--- src/rtl/synth_prog_pkg.sv ---
`timescale 1ns/1ps
package synth_prog_pkg;
  // Destination chosen by the final bit of a serial word.
  typedef enum logic {
    DEST_MAIN = 1'b0,
    DEST_REF  = 1'b1
  } dest_e;

  // Shift register length: longest word plus the steering bit.
  function automatic int sr_len(input int ref_cnt_w, input int swal_w, input int main_w);
    int ref_word;
    int main_word;
    ref_word  = ref_cnt_w + 1;
    main_word = swal_w + main_w;
    return ((ref_word > main_word) ? ref_word : main_word) + 1;
  endfunction
endpackage

--- src/rtl/synth_prog_sync.sv ---
`timescale 1ns/1ps
module synth_prog_sync #(
  parameter int   STAGES  = 2,
  parameter logic RST_VAL = 1'b0
) (
  input  logic clk,
  input  logic rst_n,
  input  logic d_i,
  output logic q_o
);
  logic [STAGES-1:0] chain;

  generate
    for (genvar g = 0; g < STAGES; g++) begin : g_stage
      if (g == 0) begin : g_first
        always_ff @(posedge clk or negedge rst_n) begin
          if (!rst_n) chain[0] <= RST_VAL;
          else        chain[0] <= d_i;
        end
      end else begin : g_rest
        always_ff @(posedge clk or negedge rst_n) begin
          if (!rst_n) chain[g] <= RST_VAL;
          else        chain[g] <= chain[g-1];
        end
      end
    end
  endgenerate

  assign q_o = chain[STAGES-1];
endmodule

--- src/rtl/synth_prog_edge.sv ---
`timescale 1ns/1ps
module synth_prog_edge #(
  parameter logic RST_VAL = 1'b0
) (
  input  logic clk,
  input  logic rst_n,
  input  logic lvl_i,
  output logic rise_o
);
  logic lvl_q;

  always_ff @(posedge clk or negedge rst_n) begin
    if (!rst_n) lvl_q <= RST_VAL;
    else        lvl_q <= lvl_i;
  end

  assign rise_o = lvl_i & ~lvl_q;
endmodule

--- src/rtl/synth_prog_shifter.sv ---
`timescale 1ns/1ps
module synth_prog_shifter #(
  parameter int SR_W = 19
) (
  input  logic            clk,
  input  logic            rst_n,
  input  logic            shift_i,
  input  logic            bit_i,
  output logic [SR_W-1:0] sr_o
);
  logic [SR_W-1:0] sr_q;

  always_ff @(posedge clk or negedge rst_n) begin
    if (!rst_n)       sr_q <= '0;
    else if (shift_i) sr_q <= {sr_q[SR_W-2:0], bit_i};
  end

  assign sr_o = sr_q;
endmodule

--- src/rtl/synth_prog_latch_bank.sv ---
`timescale 1ns/1ps
module synth_prog_latch_bank
  import synth_prog_pkg::*;
#(
  parameter int REF_CNT_W = 14,
  parameter int SWAL_W    = 7,
  parameter int MAIN_W    = 11,
  parameter int SR_W      = 19
) (
  input  logic                 clk,
  input  logic                 rst_n,
  input  logic                 load_i,
  input  dest_e                dest_i,
  input  logic [SR_W-1:0]      sr_i,
  output logic [REF_CNT_W-1:0] ref_cnt_o,
  output logic                 ref_aux_o,
  output logic [SWAL_W-1:0]    swal_o,
  output logic [MAIN_W-1:0]    main_o
);
  localparam int AUX_POS  = REF_CNT_W + 1;
  localparam int MAIN_LSB = SWAL_W + 1;
  localparam int MAIN_MSB = SWAL_W + MAIN_W;

  function automatic logic [REF_CNT_W-1:0] take_ref(input logic [SR_W-1:0] s);
    return s[REF_CNT_W:1];
  endfunction

  function automatic logic [SWAL_W-1:0] take_swal(input logic [SR_W-1:0] s);
    return s[SWAL_W:1];
  endfunction

  function automatic logic [MAIN_W-1:0] take_main(input logic [SR_W-1:0] s);
    return s[MAIN_MSB:MAIN_LSB];
  endfunction

  always_ff @(posedge clk or negedge rst_n) begin
    if (!rst_n) begin
      ref_cnt_o <= '0;
      ref_aux_o <= 1'b0;
    end else if (load_i && dest_i == DEST_REF) begin
      ref_cnt_o <= take_ref(sr_i);
      ref_aux_o <= sr_i[AUX_POS];
    end
  end

  always_ff @(posedge clk or negedge rst_n) begin
    if (!rst_n) begin
      swal_o <= '0;
      main_o <= '0;
    end else if (load_i && dest_i == DEST_MAIN) begin
      swal_o <= take_swal(sr_i);
      main_o <= take_main(sr_i);
    end
  end
endmodule

--- src/rtl/synth_prog_if.sv ---
`timescale 1ns/1ps
module synth_prog_if
  import synth_prog_pkg::*;
#(
  parameter int REF_CNT_W   = 14,
  parameter int SWAL_W      = 7,
  parameter int MAIN_W      = 11,
  parameter int SYNC_STAGES = 2
) (
  input  logic                 clk,
  input  logic                 rst_n,
  input  logic                 ser_clk_i,
  input  logic                 ser_dat_i,
  input  logic                 ser_le_i,
  output logic [REF_CNT_W-1:0] ref_cnt_o,
  output logic                 ref_aux_o,
  output logic [SWAL_W-1:0]    swal_cnt_o,
  output logic [MAIN_W-1:0]    main_cnt_o,
  output logic                 bypass_en_o
);
  localparam int SR_W = sr_len(REF_CNT_W, SWAL_W, MAIN_W);

  logic            sclk_s, dat_s, le_s;
  logic            sclk_rise, le_rise;
  logic [SR_W-1:0] sr;
  dest_e           ctrl_bit;

  synth_prog_sync #(.STAGES(SYNC_STAGES), .RST_VAL(1'b0)) u_sync_clk (
    .clk(clk), .rst_n(rst_n), .d_i(ser_clk_i), .q_o(sclk_s));
  synth_prog_sync #(.STAGES(SYNC_STAGES), .RST_VAL(1'b0)) u_sync_dat (
    .clk(clk), .rst_n(rst_n), .d_i(ser_dat_i), .q_o(dat_s));
  synth_prog_sync #(.STAGES(SYNC_STAGES), .RST_VAL(1'b1)) u_sync_le (
    .clk(clk), .rst_n(rst_n), .d_i(ser_le_i), .q_o(le_s));

  synth_prog_edge #(.RST_VAL(1'b0)) u_edge_clk (
    .clk(clk), .rst_n(rst_n), .lvl_i(sclk_s), .rise_o(sclk_rise));
  synth_prog_edge #(.RST_VAL(1'b1)) u_edge_le (
    .clk(clk), .rst_n(rst_n), .lvl_i(le_s), .rise_o(le_rise));

  synth_prog_shifter #(.SR_W(SR_W)) u_shift (
    .clk(clk), .rst_n(rst_n), .shift_i(sclk_rise), .bit_i(dat_s), .sr_o(sr));

  assign ctrl_bit = dest_e'(sr[0]);

  synth_prog_latch_bank #(
    .REF_CNT_W(REF_CNT_W), .SWAL_W(SWAL_W), .MAIN_W(MAIN_W), .SR_W(SR_W)
  ) u_bank (
    .clk(clk), .rst_n(rst_n), .load_i(le_rise), .dest_i(ctrl_bit), .sr_i(sr),
    .ref_cnt_o(ref_cnt_o), .ref_aux_o(ref_aux_o),
    .swal_o(swal_cnt_o), .main_o(main_cnt_o));

  assign bypass_en_o = le_s;
endmodule

--- config.mk ---
export PLATFORM = sky130hd
export DESIGN_NAME = synth_prog_if
export DESIGN_NICKNAME = d
export VERILOG_FILES = /design/src/rtl/synth_prog_pkg.sv /design/src/rtl/synth_prog_sync.sv /design/src/rtl/synth_prog_edge.sv /design/src/rtl/synth_prog_shifter.sv /design/src/rtl/synth_prog_latch_bank.sv /design/src/rtl/synth_prog_if.sv
export SDC_FILE = /design/constraint.sdc
export NUM_CORES = 1
export LEC_CHECK = 0
export BUFFER_PORTS_ARGS = -buffer_cell sky130_fd_sc_hd__buf_2
export CORE_UTILIZATION = 49
export DETAILED_ROUTE_END_ITERATION = 16
export PLACE_DENSITY = 0.77
export SYNTH_ARGS = -nofsm -noshare
export SYNTH_HDL_FRONTEND = slang
export SYNTH_SLANG_ARGS = --single-unit
--- constraint.sdc ---
create_clock -name clk -period 1.5 [get_ports clk]
set_clock_uncertainty 0.15 [all_clocks]
set_input_delay 0.3 -clock clk [delete_from_list [all_inputs] [get_ports clk]]
set_output_delay 0.3 -clock clk [all_outputs]
set_load 0.02 [all_outputs]
Word level (Yosys, flattened, before mapping)

Index checks and enable logic that the tools add are counted.

Eq/ne operators: 0
Reduce and logical (&&, ||, !) cells: 2
Muxes and demuxes: 0
Magnitude comparators: 0
Bitwise logic cells: 5
Multipliers: 0
Divide/modulo/power cells: 0
Shifts and indexed selects: 0
Add/subtract/negate cells: 0

Operators by type and width:

| kind                | number |
|---|---|
| $not A1 Y1          | 3 |
| $and A1 B1 Y1       | 2 |
| $logic_and A1 B1 Y1 | 2 |

ROM bits: 0
Input bits: 5
Memories kept: 0
Register bits after elaboration: 60
Latch bits: 0
Output and inout port bits: 34
Bits in writable memories: 0

Depth between registers and ports, before layout

Word-level depth: 3
Mapped depth: 4

By module

Synthesis repeated with hierarchy kept, for this count alone.

Cells, all modules: 121
Area, all modules: 2273.4 um^2

Modules (own cells, without submodules):

| module                            | area each (um^2) | cells an instance | sequential area each (um^2) | instances |
|---|---|---|---|---|
| synth_prog_latch_bank             | 1283.7           | 71                | 825.8                       | 1 |
| synth_prog_shifter                | 758.2            | 40                | 475.5                       | 1 |
| synth_prog_sync at u_sync_clk ... | 50.0             | 2                 | 50.0                        | 2 |
| synth_prog_sync at u_sync_le      | 52.6             | 2                 | 52.6                        | 1 |
| synth_prog_edge at u_edge_le      | 40.0             | 2                 | 26.3                        | 1 |
| synth_prog_edge at u_edge_clk     | 38.8             | 2                 | 25.0                        | 1 |

Least setup slack after synthesis

OpenSTA, ideal clock, no wires.

Path type: flip-flop to flip-flop
From: reg u_sync_le.chain[1], in the netlist u_sync_le.q_o
To: reg u_bank.main_o[6]
Buffers on the path: 2
Library setup time: 0.125 ns
Arrival: 1.390 ns
Stages on the path, launching flop included: 5
Slack: -0.165 ns
Required time: 1.225 ns
Cells stage by stage: dfstp_2 > nor3b_2 > buf_6 > buf_12 > mux2_4

Cells in the longest elaborated chain, start to end: 2

RTL lines:

| element                           | line                        | source |
|---|---|---|
| from (decl)                       | synth_prog_sync.sv:11       | `logic [STAGES-1:0] chain;` |
| from (signal, indexed assignment) | synth_prog_sync.sv:23       | `else chain[g] <= chain[g-1];` |
| $and A1 B1 Y1                     | synth_prog_edge.sv:17       | `assign rise_o = lvl_i & ~lvl_q;` |
| $logic_and A1 B1 Y1               | synth_prog_latch_bank.sv:50 | `end else if (load_i && dest_i == DEST_MAIN) begin` |
| to (signal assigned)              | synth_prog_latch_bank.sv:52 | `main_o <= take_main(sr_i);` |
| to (decl)                         | synth_prog_latch_bank.sv:18 | `output logic [MAIN_W-1:0] main_o` |

Every way passes these cells.
A chain may end at the register's enable or synchronous reset.

Worst setup path in the final report

From: reg u_sync_le.chain[1], in the netlist u_sync_le.q_o
To: reg u_bank.main_o[5]

The elaborated chain is that of the path after synthesis.

==> impl_metrics.tcl <==
set metrics [dict create \
    cts_tree "done" \
    drtAntennaViolNets 0 \
    drive_above_1_share_pct 64.1 \
    wl_um 3680 \
    hp-class "reg -> reg" \
    period_needed_ns 1.57 \
    dieArea_um2 4820 \
    cts_max_path_buffers 2 \
    power_density_nw_per_um2 1910 \
    synth-seq-cells 60 \
    core_um2 4350 \
    antennaDiodeCount 0 \
    antenna_found_initial 0 \
    crit_chain "nor3b_4 > buf_6 > mux2_2" \
    required_ns 1.56 \
    dpl_cell_area_um2 2510 \
    fin_nets 181 \
    tightest_slew_ns 0.309 \
    critPathTopFamily "flip-flops" \
    wl_per_cell_um 15.8 \
    syn_inst 120 \
    design_area_um2 2760 \
    pin_count 39 \
    crit_buf_inv 1 \
    multi_input_area_um2 702 \
    start_kind "flop" \
    slew_violations 0 \
    clk_latency_ns 0.33 \
    whs_ns 0.206 \
    grt_pass1_wl_um 6350 \
    status "complete, but fails checks" \
    failed_checks "setup timing" \
    dr.pass1.iters 4 \
    hold_viol 0 \
    slew_headroom_pct 79.4 \
    gr-total-overflow 0 \
    cts_made_buffers 9 \
    synth_area_per_cell_um2 18.5 \
    ys_seq_area_share_pct 67.6 \
    setup_slack_ns -0.0681 \
    final.setup.tns_ns -1.05 \
    crit_type "reg -> reg" \
    dr.first_iter.drc_count 67 \
    cp_slowest_cell "dfstp_2" \
    fin_crit_sh_pct 105 \
    grt_max_degree 61 \
    syn_area_um2 2230 \
    worstPathMaxFanout 9 \
    post_cts_buffers 0 \
    area.sequential_um2 1510 \
    std_cell_rows 24 \
    vias_per_cell 5.01 \
    num-fill-cells 317 \
    cts_root_buf "clkbuf_8" \
    syn_nets 125 \
    num_vias 1168 \
    dieHeight_um 69.4 \
    cts.sinks 60 \
    critPathMaxStageDelay_ns 0.54 \
    drc 0 \
    gp_congestion 0.720 \
    setup_viol 19 \
    initial_core_util_pct 51.1 \
    dp.final_hpwl_um 2290 \
    total_power_mw 5.27 \
    syn2layout_area_growth_pct 24.0 \
    p_leak_nw 1.39 \
    max_cap_violations 0 \
    grt_pass1_vias 1293 \
    synth.distinct_cells 10 \
    max_freq_ghz 0.638 \
    die_width_um 69.4 \
    grt_usage_pct 17.5 \
    rsz0062_at_grt "true" \
    vdd_drop_max_mv 0.854 \
    h-tree-depth 3 \
    numPortBuffers 38 \
    clkTransAtPathRegs_ns 0.06 \
    yosysWarnings 0 \
    cp.arrival_ns 1.63 \
    worst_setup_path_end_kind "flop" \
]
registers in the layout, summed over array words and instances, names as in the netlist, 7 cells and up:
register / cells
u_bank.ref_cnt_o: 14
u_shift.sr_o: 19
u_bank.main_o: 11
u_bank.swal_o: 7
cell usage in the layout, fill, tap and decap left out:
master,instances
nor3b_4,1
buf_4,2
buf_6,4
clkbuf_1,4
nand3b_4,2
dfstp_2,3
mux2_2,39
nor2b_2,1
buf_2,37
mux2_4,13
dfrtp_1,57
clkbuf_8,10
dlygate4sd3_1,4
clkinv_2,2
buf_12,2
path summary, 6_finish.rpt:
| check | startpoint | endpoint | slack, ns | cells after the start |
|---|---|---|---|---|
| min in group asynchronous | rst_n | u_bank.swal_o[2]$_DFFE_PN0P_ | 0.35 | 3 |
| max in group asynchronous | rst_n | u_sync_le.q_o$_DFF_PN1_ | 0.55 | 3 |
| worst max register to register | u_sync_le.q_o$_DFF_PN1_ | u_bank.main_o[5]$_DFFE_PN0P_ | -0.07 | 3 |
| worst max-delay path | u_sync_le.q_o$_DFF_PN1_ | u_bank.main_o[5]$_DFFE_PN0P_ | -0.07 | 3 |
| worst min-delay path | u_sync_dat.chain[0]$_DFF_PN0_ | u_sync_dat.q_o$_DFF_PN0_ | 0.21 | 0 |
| worst min register to register | u_sync_dat.chain[0]$_DFF_PN0_ | u_sync_dat.q_o$_DFF_PN0_ | 0.21 | 0 |
repair_timing:
action	CTS	global route
hold endpoints to repair	60	0
gates resized for setup	8	1
hold buffers	4	0
cloned	0	1
endpoints found under the setup margin	31	34
final cells by class:
cell class	instances	area share, %
clock buffer	14	5.53
clock inverter	2	0.363
multi-input combinational	56	25.4
sequential	60	54.5
tap	52	2.36
timing repair buffer	49	11.8
layer usage:
metal | vias up | part of all wire (%) | global-route usage (%)
li1 | 538 | - | -
met1 | 583 | 45 | 22.3
met2 | 36 | 47 | 26.2
met3 | 11 | 5.2 | 5.67
met4 | 0 | 2.3 | 10.2
met5 | - | 0 | 0
logic make-up (layout without fill, tap and decap cells):
family / Yosys count / count (layout) / share of synthesized area, %
simple gates: 3 / 4 / 1.74
buf+inv: 5 / 65 / 2.64
flops: 60 / 60 / 67.6
mux: 52 / 52 / 28.0
per-stage QoR:
step                      cells  utilization (%)  worst slack [ns]
after detailed placement    212             57.6           -0.0478
after CTS                   232             62.9           -0.0643
after floorplan             120                -            -0.165
final                       233             63.4           -0.0681
after global routing        233             63.4            -0.116
after global placement      212             57.6           -0.0204
worst reg2reg max path: stages, from the launching register on:
cell     delay (ns)
dfstp_2        0.54
nor3b_4        0.24
buf_6          0.19
mux2_2         0.34
cell usage after synthesis:
library cell  number  area [um^2]
nor3b_2            1         12.5
buf_2              1         5.00
nor2b_1            1         6.26
buf_12             1         20.0
mux2_2            42          473
dfstp_2            3         78.8
mux2_4            10          150
buf_6              3         33.8
dfrtp_1           57         1430
nand3b_4           1         20.0
power by group:
part / internal [mW] / total (mW) / switching [mW]
Clock: 0.641 / 1.19 / 0.550
Sequential: 2.17 / 2.53 / 0.361
Combinational: 0.769 / 1.55 / 0.784
Total: 3.58 / 5.27 / 1.69
(Power assumes the default switching activity.)
